===== config.mk =====
export PLATFORM = sky130hd
export DESIGN_NAME = ro_race_puf
export DESIGN_NICKNAME = d
export VERILOG_FILES = /design/src/rtl/ro_race_puf.sv
export SDC_FILE = /design/constraint.sdc
export NUM_CORES = 1
export LEC_CHECK = 0
export CAP_MARGIN = 0
export CORE_MARGIN = 2
export CORE_UTILIZATION = 40
export CTS_CLUSTER_DIAMETER = 100
export DETAILED_ROUTE_END_ITERATION = 12
export GPL_ROUTABILITY_DRIVEN = 0
export SLEW_MARGIN = 20
export SYNTH_ARGS = -nofsm -noshare
export SYNTH_HDL_FRONTEND = slang
export SYNTH_SLANG_ARGS = --single-unit

===== constraint.sdc =====
create_clock -name clk -period 3.3 [get_ports clk]
set_input_delay 0.66 -clock clk [delete_from_list [all_inputs] [get_ports clk]]
set_output_delay 0.66 -clock clk [all_outputs]
set_load 0.01 [all_outputs]

===== src/rtl/ro_race_puf.sv =====
module ro_race_puf #(
  parameter int NBANK = 4,
  parameter int NOSC  = 16,
  parameter int TERM  = 255
) (
  input  logic                     clk,
  input  logic                     rst_n,
  input  logic                     start,
  input  logic [2*$clog2(NOSC)-1:0] challenge,
  input  logic [NBANK*NOSC-1:0]    osc_in,
  output logic [NBANK-1:0]         response,
  output logic                     done
);
  localparam int SELW = $clog2(NOSC);
  localparam int CW   = $clog2(TERM + 1);
  localparam logic [CW-1:0] LAST = CW'(TERM - 1);

  logic [NBANK*NOSC-1:0] s1, s2, s3;
  logic [NBANK*NOSC-1:0] rise;
  logic                  busy;
  logic [SELW-1:0]       sel_a, sel_b;
  logic [NBANK-1:0]      fin;
  logic                  go;

  always_ff @(posedge clk or negedge rst_n)
    if (!rst_n) begin
      s1 <= '0;
      s2 <= '0;
      s3 <= '0;
    end else begin
      s1 <= osc_in;
      s2 <= s1;
      s3 <= s2;
    end

  assign rise = s2 & ~s3;
  assign go   = start & ~busy;

  always_ff @(posedge clk or negedge rst_n)
    if (!rst_n) begin
      busy  <= 1'b0;
      done  <= 1'b0;
      sel_a <= '0;
      sel_b <= '0;
    end else begin
      done <= 1'b0;
      if (go) begin
        busy  <= 1'b1;
        sel_a <= challenge[2*SELW-1:SELW];
        sel_b <= challenge[SELW-1:0];
      end else if (busy && (&fin)) begin
        busy <= 1'b0;
        done <= 1'b1;
      end
    end

  for (genvar b = 0; b < NBANK; b++) begin : g_bank
    logic [NOSC-1:0] bank_rise;
    logic [CW-1:0]   cnt_a, cnt_b;
    logic            ea, eb, hit_a, hit_b, live;

    assign bank_rise = rise[b*NOSC +: NOSC];
    assign ea    = bank_rise[sel_a];
    assign eb    = bank_rise[sel_b];
    assign live  = busy & ~fin[b];
    assign hit_a = live & ea & (cnt_a == LAST);
    assign hit_b = live & eb & (cnt_b == LAST);

    always_ff @(posedge clk or negedge rst_n)
      if (!rst_n) begin
        cnt_a       <= '0;
        cnt_b       <= '0;
        fin[b]      <= 1'b0;
        response[b] <= 1'b0;
      end else if (go) begin
        cnt_a       <= '0;
        cnt_b       <= '0;
        fin[b]      <= 1'b0;
        response[b] <= 1'b0;
      end else if (live) begin
        cnt_a <= cnt_a + CW'(ea);
        cnt_b <= cnt_b + CW'(eb);
        if (hit_a || hit_b) begin
          fin[b]      <= 1'b1;
          response[b] <= hit_a & ~hit_b;
        end
      end
  end
endmodule



Word level (Yosys, flattened, before mapping)
Index checks and enable logic that the tools add are counted.
{"block": "word_totals", "register_bits": 274, "latchBits": 0, "ramBits": 0, "rom_bits": 0, "inputBits": 75, "out_inout_bits": 5, "elab_cells": 156, "memories": 0}
{"block": "op_classes", "add_sub_neg": 8, "n_mul": 0, "div": 0, "order_cmp": 2, "eq_ne": 8, "shifts": 0, "muxes": 60, "n_bitwise": 36, "reduce_logical": 19}
{"op": "$mux 8", "count": 16}
{"op": "$add 8x1->8", "count": 8}
{"op": "$and 64x64->64", "count": 1}
{"op": "$eq 8x8->1 const B", "count": 8}
{"op": "$not 64->64", "count": 1}
{"op": "$mux 1", "count": 36}
{"op": "$bmux 1 s4", "count": 8}
{"op": "$and 1x1->1", "count": 25}
{"op": "$reduce_bool 2->1", "count": 9}
{"op": "$lt 4x5->1 const B", "count": 2}
{"op": "$not 1->1", "count": 9}
{"op": "$reduce_and 2->1", "count": 4}
{"op": "$logic_or 1x1->1", "count": 4}
{"op": "$reduce_and 4->1", "count": 1}
{"op": "$logic_and 1x1->1", "count": 1}

Longest topological paths before layout
{"block": "depth", "word_depth": 11, "ltp_mapped": 12, "ltp_nobuf": 10}

Worst setup path after synthesis
Ideal clock, no wire load.
{"block": "synth_path", "path_kind": "reg-to-reg", "from": "register sel_b[1]", "to": "register g_bank[3].cnt_b[6]", "setup_ns": 0.078, "arrival_ns": 2.266, "t_required_ns": 3.222, "slack_ns": 0.956, "path_stages_with_launch": 12, "path_buffers": 2, "period_less_slack_ns": 2.344, "cell_sequence": "dfrtp_1 buf_2 buf_2 nor4b_1 a311oi_1 a32oi_1 o211a_1 ha_1 ha_1 nand4_1 or3_1 a21oi_1"}
{"block": "synth_between", "elab_chain_len": 5}
{"item": "start, declared", "line": "21", "text": "logic [SELW-1:0] sel_a, sel_b;"}
{"item": "start signal, assigned", "line": "50", "text": "sel_b <= challenge[SELW-1:0];"}
{"item": "$bmux 1 s4", "line": "64", "text": "assign eb = bank_rise[sel_b];"}
{"item": "$mux 1 (not written as such)", "line": "64"}
{"item": "$add 8x1->8", "line": "82", "text": "cnt_b <= cnt_b + CW'(eb);"}
{"item": "$mux 8", "line": "80", "text": "end else if (live) begin"}
{"item": "$mux 8", "line": "75", "text": "end else if (go) begin"}
{"item": "end signal, assigned", "line": "82"}
{"item": "end, declared", "line": "59", "text": "logic [CW-1:0] cnt_a, cnt_b;"}
Every way passes these cells. The select of a mux whose other input is x is not followed.
A chain may end at the register's enable or synchronous reset.

Worst setup path after layout
Ends and elaborated chain as after synthesis.

==> flow_summary.yaml <==
synth:
  synth_async_sr_flop_share_pct: 100
  yosys.area_share.simple_pct: 15.2
  synthFlopType: "dfrtp_1"
  synth_area_leaders: "dfrtp_1, o21ai_0, ha_1"
  synth.largest_area_cell: "dfrtp_1"
  synth-edff-count: 0
  postSynthNetCount: 856
  synthMuxAreaShare_pct: 1.95
  avgSynthCellArea_sq_um: 13.2
  synth_cell_types: 57
  yosys.area_share.adder_pct: 1.98
  ys_ff_latch: 274
  syn_area_sq_um: 10100
  synth-compound-area-share_pct: 10.4
  yosys_warnings: 0
  synthCells: 765
  synthMostInstantiatedCell: "dfrtp_1"
  synth-xor-area-share_pct: 0.606
  yosys-top-cells-count: "dfrtp_1, nand2_1, o21ai_0"
  yosysTopAreaCellShare_pct: 67.8
  synth_top_family_by_area: "simple AND/OR/NAND/NOR gates"
  synth.yosys.seq_area_share_pct: 67.8
sta:
  holdWs_ns: 0.0245
  period_share_pct: 86.1
  worstMarginPinSlew_ns: 0.707
  grt_setup_unrepaired: "no"
  fin_crit_ns: 2.84
  finalSetupViolations: 0
  fin_skew_ns: 0.00722
  fin_setup_tns_ns: 0
  hold_violations: 0
  max_freq_ghz: 0.352
  timing.max_slew.rel_slack_pct: 52.4
  report.final.slew_viol_count: 0
setup_path:
  critical_path_class: "reg -> reg"
  r2r-start: "sel_b[1]"
  path_max_fanout: 15
  crit_chain: "buf_4 > buf_4 > and3b_1 > o21ai_0 > a32oi_1 > o211a_1 > ha_1 > ha_1 > nand4_1 > or3_1 > a21oi_1"
  crit_start: "sel_b[1]"
  cp_slowest_cell: "dfrtp_1"
  endpoint_kind: "flip-flop"
  max_stage_delay_ns: 0.57
  cp_data_arrival_time_ns: 3.30
  worstPathRequired_ns: 3.76
  start_kind: "flip-flop"
detailed_routing:
  routed_via_density: 5.16
  finalWirelength_um: 20000
  drtAntennaViolNets: 0
  first_pass_iters: 4
  drcViolationCount: 0
  drt_iter0_drc: 327
  vias: 6321
  wl_per_cell_um: 16.3
floorplan:
  dieArea_sq_um: 26600
  coreArea_sq_um: 25000
  rows: 58
  initial_utilization_pct: 40.4
  io_pins: 80
  die_x_um: 163
  fp.dieH_um: 163
global_routing:
  antenna_found_initial: 0
  grt_pass1_vias: 6397
  grt_max_degree: 119
  overflow: 0
  grt_pass1_wl_um: 34000
  grtUsageTotal_pct: 16.0
power_and_ir_drop:
  power_frac_comb_pct: 25.4
  pwr_density_cell_nw_per_um2: 838
  clkPwrFrac_pct: 30.5
  sequentialPowerShare_pct: 44.1
  sw_frac_of_total_pct: 32.5
  ir_drop_uv: 423
  p_leak_nw: 5.26
  p_int_w: 0.00699
  p_sw_w: 0.00336
clock_tree:
  cts_tree: "yes"
  clk_latency_ns: 0.53
  cts_max_path_buffers: 3
  cts_buffers: 29
  cts_resized: 0
  clockRootBuffer: "clkbuf_16"
  post_cts_buffers: 0
  path_clk_slew_ns: 0.06
  cts_hold_buf: 0
  cts_htree_levels: 1
  clock_sinks: 274
flow_run:
  max_cap_viol_count: 0
placed_design:
  place_hpwl_um: 13900
  port_buffers: 79
cells_and_area:
  antenna_cells: 0
  post-route-util_pct: 49.4
  finalNetCount: 963
  drive_gt1_share_pct: 9.84
  syn_to_final_growth_pct: 22.2
worst_hold_path:
  hold_class: "in -> async"
outcome:
  status: "finished clean"
[area by class of cell]
type	instances	area (sq um)
timing repair buffer	100	991
fill	2177	12700
multi-input combinational	441	3050
inverter	26	97.6
clock buffer	31	733
tap	330	413
sequential	274	6860
clock inverter	22	216
[layout by cell type (no fill, tap or decap), types with 12 or more instances in the layout]
cell	n
clkdlybuf4s50_1	78
a22o_1	16
a21oi_1	12
o211ai_1	14
and3b_1	20
inv_1	23
ha_1	16
nand4_1	25
o21ai_0	47
nand3_1	34
nor2b_1	23
nand2_1	47
nor2_1	20
a32oi_1	14
dfrtp_1	274
nor3b_1	24
buf_4	18
clkbuf_16	29
o31ai_1	13
[sequential cells by signal, summed over array words and instances, names as in the netlist, 4 cells and up]
name	cells
g_bank.cnt_a	32
s3	64
sel_b	4
s2	64
fin	4
response	4
g_bank.cnt_b	32
s1	64
sel_a	4
[power groups by stage]
stage	Sequential, W	Combinational [W]	Clock, W
4_1_cts	0.00457	0.00266	0.00324
6_report	0.00457	0.00263	0.00316
3_5_place_dp	0.00461	0.00266	0
5_1_grt	0.00468	0.00301	0.00340
2_1_floorplan	0.00443	0.00187	0
3_3_place_gp	0.00460	0.00259	0
[metrics by stage]
stage	setup WS, ns	instances	cell area (sq um)	power, W
after floorplan	0.956	765	10100	0.00630
after global placement	0.527	1171	11400	0.00719
after detailed placement	0.433	1171	11400	0.00727
after CTS	0.447	1224	12400	0.0105
after global routing	0.168	1224	12400	0.0111
final	0.459	1224	12400	0.0104
[critical path, delay by kind of cell (launching register included)]
kind            cells  cell delay (ns)
simple gates        3             0.70
buf+inv             2             0.43
fa+ha+maj           2             0.34
compound gates      4             0.74
flops               1             0.57
[final timing paths]
check,to,slack [ns],depth (start not counted)
setup / recovery,g_bank[3].cnt_b[6],0.46,11
hold reg to reg,s2[45],0.35,0
hold / removal,g_bank[2].cnt_b[6],0.02,1
min in group clk,s2[45],0.35,0
max in group asynchronous,s3[25],2.34,2
setup reg to reg,g_bank[3].cnt_b[6],0.46,11
[routing by layer]
layer	routed length (um)	vias up	part of all wire [%]	GRT usage, %
li1	-	3029	-	-
met1	9630	3121	48	23.9
met2	9050	138	45	24.2
met3	958	33	4.8	2.97
met4	372	0	1.9	3.94
met5	0	-	0	0
[kinds of logic after synthesis]
family,Yosys count
DFF,274
and+or+nand+nor,256
AOI/OAI and AO/OA,151
adders and majority gates,16
buffers and inverters,50
xor gates and xnor gates,7
muxes,11
(Power assumes the default switching activity.)
